File: src/rtl/fetch_exec_queue.sv
module fetch_exec_queue #(
  parameter int DEPTH = 2,
  parameter int IW    = 32,
  parameter int AW    = 32
) (
  input  logic          clk,
  input  logic          rst,
  input  logic          flush,
  input  logic          enq_valid,
  output logic          enq_ready,
  input  logic [IW-1:0] enq_instr,
  input  logic [AW-1:0] enq_pc,
  input  logic [AW-1:0] enq_ppc,
  output logic          deq_valid,
  input  logic          deq_ready,
  output logic [IW-1:0] deq_instr,
  output logic [AW-1:0] deq_pc,
  output logic [AW-1:0] deq_ppc
);
  localparam int PW = (DEPTH > 1) ? $clog2(DEPTH) : 1;
  localparam int CW = $clog2(DEPTH + 1);
  localparam int EW = IW + 2 * AW;
  localparam logic [PW-1:0] LAST = PW'(DEPTH - 1);
  localparam logic [CW-1:0] FULL = CW'(DEPTH);

  logic [EW-1:0] slots [DEPTH];
  logic [PW-1:0] rd_ptr, wr_ptr;
  logic [CW-1:0] count;
  logic enq_fire, deq_fire;

  function automatic logic [PW-1:0] bump(input logic [PW-1:0] p);
    return (p == LAST) ? '0 : p + 1'b1;
  endfunction

  assign enq_ready = (count != FULL);
  assign deq_valid = (count != '0);
  assign enq_fire  = enq_valid && enq_ready;
  assign deq_fire  = deq_valid && deq_ready;
  assign {deq_instr, deq_pc, deq_ppc} = slots[rd_ptr];

  always_ff @(posedge clk) begin
    if (rst || flush) begin
      rd_ptr <= '0;
      wr_ptr <= '0;
      count  <= '0;
    end else begin
      if (enq_fire) wr_ptr <= bump(wr_ptr);
      if (deq_fire) rd_ptr <= bump(rd_ptr);
      count <= count + CW'(enq_fire) - CW'(deq_fire);
    end
  end

  always_ff @(posedge clk) begin
    if (enq_fire) slots[wr_ptr] <= {enq_instr, enq_pc, enq_ppc};
  end

  AST_FLUSH_EMPTIES: assert property (@(posedge clk) disable iff (rst)
    flush |=> (!deq_valid && enq_ready));

  AST_FLUSH_KILLS_PUSH: assert property (@(posedge clk) disable iff (rst)
    (flush && enq_valid && enq_ready) |=> !deq_valid);

  AST_PUSH_SHOWS: assert property (@(posedge clk) disable iff (rst)
    (enq_valid && enq_ready && !flush) |=> deq_valid);

  AST_FULL_STAYS: assert property (@(posedge clk) disable iff (rst)
    (!enq_ready && !(deq_valid && deq_ready) && !flush) |=> !enq_ready);

  AST_STALL_HOLDS: assert property (@(posedge clk) disable iff (rst)
    (deq_valid && !deq_ready && !flush) |=>
      (deq_valid && $stable(deq_instr) && $stable(deq_pc) && $stable(deq_ppc)));

  AST_OVERLAP_KEEPS: assert property (@(posedge clk) disable iff (rst)
    (enq_valid && enq_ready && deq_valid && deq_ready && !flush) |=> deq_valid);
endmodule

File: config.mk
export PLATFORM = sky130hd
export DESIGN_NAME = fetch_exec_queue
export DESIGN_NICKNAME = d
export VERILOG_FILES = /design/src/rtl/fetch_exec_queue.sv
export SDC_FILE = /design/constraint.sdc
export NUM_CORES = 1
export LEC_CHECK = 0
export BUFFER_PORTS_ARGS = -buffer_cell sky130_fd_sc_hd__clkbuf_2
export CORE_MARGIN = 10
export CORE_UTILIZATION = 45
export CTS_CLUSTER_DIAMETER = 100
export CTS_CLUSTER_SIZE = 25
export DETAILED_ROUTE_END_ITERATION = 10
export PLACE_DENSITY = 0.75
export SYNTH_ARGS = -nofsm -noshare
export SYNTH_HDL_FRONTEND = slang
export SYNTH_SLANG_ARGS = --single-unit
File: constraint.sdc
create_clock -name clk -period 7.2 [get_ports clk]
set_input_delay 0.72 -clock clk [delete_from_list [all_inputs] [get_ports clk]]
set_output_delay 0.72 -clock clk [all_outputs]
set_load 0.005 [all_outputs]
After elaboration in Yosys (flattened, before gate mapping)
Memories as Yosys holds them, arrays and structs flattened. A register that Yosys moved wholly into a read port is not among the register bits.
Index checks and enable logic that the tools add are counted.
W data, S select, Z words.
{"block": "totals", "register_bits": 4, "latchBits": 0, "ramBits": 192, "romBits": 0, "inputBits": 101, "elab_cells": 19, "n_memories": 1}
{"memory": "slots", "words": 2, "width": 96, "rd": 1, "rd_clocked_by_memory_dff": 1, "write_ports": 1, "line": "26", "source": "logic [EW-1:0] slots [DEPTH];"}
{"block": "op_classes", "n_addsub": 4, "multipliers": 0, "n_div": 0, "magnitude_cmp": 0, "n_eq_ne": 1, "n_shift": 0, "muxes": 6, "n_bitwise": 0, "n_reduce_logical": 4}
{"operator": "$mux W1", "n": 6}
{"operator": "$add A1 B1 Y1 const B", "n": 2}
{"operator": "$add A2 B1 Y2", "n": 1}
{"operator": "$logic_and A1 B1 Y1", "n": 2}
{"operator": "$ne A2 B2 Y1 const B", "n": 1}
{"operator": "$reduce_bool A2 Y1", "n": 1}
{"operator": "$sub A2 B1 Y2", "n": 1}
{"operator": "$logic_or A1 B1 Y1", "n": 1}

Logic depth before layout (Yosys ltp)
{"block": "depth", "depth_word": 4, "mapped_depth": 6, "depth_no_buf": 6}

Worst setup path after synthesis
No wires, ideal clock.
{"block": "synth_path", "kind": "input-to-reg", "start": "input port enq_valid", "end": "memory slots[1][0] (netlist bit) (enable)", "setup_time_ns": 0.466, "arrival_time_ns": 2.996, "t_required_ns": 6.734, "slack_ns": 3.738, "stages": 1, "path_buffers": 0, "cell_sequence": "and3_1"}
{"block": "synth_via", "elab_chain_len": 3}
{"element": "start, declared", "line": "9", "source": "input logic enq_valid,"}
{"element": "$logic_and A1 B1 Y1", "line": "37", "source": "assign enq_fire = enq_valid && enq_ready;"}
{"element": "$mux W1", "line": "54", "source": "if (enq_fire) slots[wr_ptr] <= {enq_instr, enq_pc, enq_ppc};"}
{"element": "$mux W1 (implied by the code)", "line": "54"}
{"element": "end, declared", "line": "26"}
Every way passes these cells.

==> key figures <==
Run status
  • Outcome: finished clean

Finish
  • Layout cells sized above 1: 59.8%
  • Nets: 640
  • Diode count: 0
  • Synth-to-layout area growth: 23.7%

Clocking
  • Root Driver: clkbuf_16
  • Clock tree buffer depth: 2
  • Worst-Skew Late Latency: 420 ps
  • Post_cts resized: 0
  • CTS HTree Levels: 4
  • Reg clk slew, reported paths: 70 ps
  • # hold bufs at CTS: 0
  • Post-CTS setup buffer count: 0
  • CTS tree: done
  • Sinks on Clock Net: 197
  • Cts bufs inserted: 17

Critical path
  • Crit path launch type: register
  • Data arrival time of the critical path: 2520 ps
  • FF-to-FF path depth: 3
  • Crit. End Element: primary output
  • Reg-to-reg startpoint: count[0]$_SDFF_PP0_
  • R2R setup slack: 4720 ps
  • WS Path Type: reg2out
  • Critical Path RT: 6480 ps
  • Crit-path max FO: 56
  • Worst flop-to-flop path endpoint: slots[1][41]$_DFFE_PP_

Routing
  • Initial DRC count: 171
  • Vias post-DR: 3718
  • Post-route antenna net violation count: 0
  • Wire per inst: 19.7 um
  • Pre-antenna DRT Iters: 4
  • # DRC: 0
  • Vias per Instance: 4.85
  • Final wirelength: 15100 um

Synth
  • YS warnings: 0
  • Post-synth EDFFs: 192
  • Top post-synthesis cells by area: edfxtp_1 78%, mux2_2 8.5%, mux2_4 8.1%, dfxtp_1 1.4%, buf_12 1.1%
  • Mean Syn Cell Area: 22.5 um^2
  • Distinct cell type count after synthesis: 28
  • Area leader, netlist: edfxtp_1
  • Post-synth top cells: 192 x edfxtp_1, 56 x mux2_2, 40 x mux2_4
  • Async set-or-reset flop fraction in the synthesized netlist: 0%
  • Seq cells post-synth: 197
  • Synthesized netlist cell count: 329
  • Synth Cell Area: 7390 um^2
  • Top-area cell type share of the netlist area: 78.0%
  • Syn Nets: 431
  • Sequential area share after synthesis: 79.4%
  • Ys flop type: edfxtp_1
  • Count leader, synth: edfxtp_1

Timing
  • Slew Viols, Final: 0
  • Worst slew pin tran: 879 ps
  • Peak Freq: 0.309 GHz
  • Final period utilization: 45.0%
  • Final setup violation count: 0
  • Slew Limit Headroom: 41.4%
  • Skew final: 5.16 ps
  • Post-route minimum period: 3240 ps
  • Final Hold Fails: 0
  • RSZ-0062 raised after global routing: false
  • Final Worst Setup Slack: 3960 ps
  • Final TNS setup: 0 ps

Die
  • Die height: 148 um
  • Horiz. Die Dim: 148 um
  • Core Area: 16000 um^2
  • Row count: 46
  • Die area: 22000 um^2
  • Initial Util: 46.2%
  • Ports: 199

Flow run
  • Max Cap Viol: 0

GRT
  • Antenna violations before repair: 0
  • Overflow after GRT: 0
  • Vias in the first global route: 4123
  • First-pass GRT wire length: 23200 um
  • GRT Resource Usage Total: 13.7%
  • Largest net degree at the start of global routing: 57

Min path
  • Worst Hold Depth: 1
  • Hold_sp: enq_ppc[10]
  • Hold Crit Class: in2reg
  • Hold Crit Endpoint: slots[1][10]$_DFFE_PP_

Placed design
  • PortBufs: 198
  • Hpwl dp: 10600 um
  • Final RePlAce weighted congestion: 0.724
  • Pre-CTS WS: 4310 ps

Power
  • Peak VDD IR: 167 uV
  • PD cells: 266 nW/um^2
  • Lkg Pwr: 3.50 nW
-- stage by stage --
stage	util (%)	total power, W	instance area (um^2)	hold slack, ps	cells
after global placement	53.5	0.00151	8560	540	735
final	57.1	0.00243	9140	486	766
after detailed placement	53.5	0.00152	8560	586	735
after CTS	57.1	0.00246	9140	463	766
after floorplan	-	0.00143	7390	520	329
after global routing	57.1	0.00253	9140	463	766
-- cells by family after synthesis --
kind of cell | share of synthesized area, %
flip-flops | 79.4
multiplexers | 16.8
AND/OR/NAND/NOR | 1.02
buffers and inverters | 1.83
AO/OA/AOI/OAI | 0.728
XOR/XNOR | 0.119
adder cells (fa/ha/maj) | 0.169
-- how the worst max path moves through the flow --
| stage | from | to | slack, ps | cells after the start |
|---|---|---|---|---|
| final | register | deq_ppc[30] | 3960 | 3 |
| after global routing | register | deq_ppc[4] | 3760 | 3 |
| after CTS | register | deq_pc[7] | 3830 | 3 |
| after detailed placement | register | deq_pc[7] | 4310 | 3 |
| after global placement | register | deq_ppc[27] | 4330 | 3 |
| after floorplan | enq_valid | slots[1][0]$_DFFE_PP_ | 3740 | 1 |
-- sequential cells by signal, summed over array words and instances, names as in the netlist, named ones only --
name,cells
count,2
rd_ptr,1
slots,192
wr_ptr,1
-- final cells by class --
cell class / count / area (um^2)
Fill cell: 1271 / 6860
Inverter: 1 / 6.26
Sequential cell: 197 / 5870
Clock inverter: 12 / 154
Tap cell: 216 / 270
Clock buffer: 19 / 433
Timing Repair Buffer: 201 / 1010
Multi-Input combinational cell: 120 / 1400
-- layout by cell type, fill, tap and decap left out, types with 2 or more instances in the layout --
| cell type | count |
|---|---|
| a21bo_2 | 2 |
| nor2_1 | 3 |
| clkinvlp_4 | 2 |
| mux2_4 | 40 |
| bufinv_16 | 3 |
| mux2_2 | 56 |
| edfxtp_1 | 192 |
| dfxtp_1 | 4 |
| o21ai_0 | 2 |
| clkbuf_2 | 198 |
| inv_6 | 2 |
| clkbuf_16 | 17 |
| clkinv_1 | 3 |
| buf_4 | 3 |
| nor3_1 | 2 |
| clkbuf_1 | 2 |
-- power breakdown --
group          leakage [nW]  total [W]  switching (W)  internal (W)
logic                  1.38   0.000164      0.0000782     0.0000859
registers              1.84    0.00133      0.0000152       0.00131
clock network         0.278   0.000940       0.000394      0.000546
-- worst max-delay path, stage by stage, from the launching register on --
cell      delay [ps]
dfxtp_4          870
buf_4            650
mux2_2           410
clkbuf_2         110
-- metal layers --
metal / track usage [%] / vias to the layer above / share of wire (%)
li1: - / 1721 / -
met3: 6.16 / 22 / 8.8
met1: 15.4 / 1827 / 41
met4: 5.15 / 0 / 1.9
met2: 22.5 / 148 / 49
met5: 0 / - / 0
No activity file was read; power rests on OpenSTA's default activity.
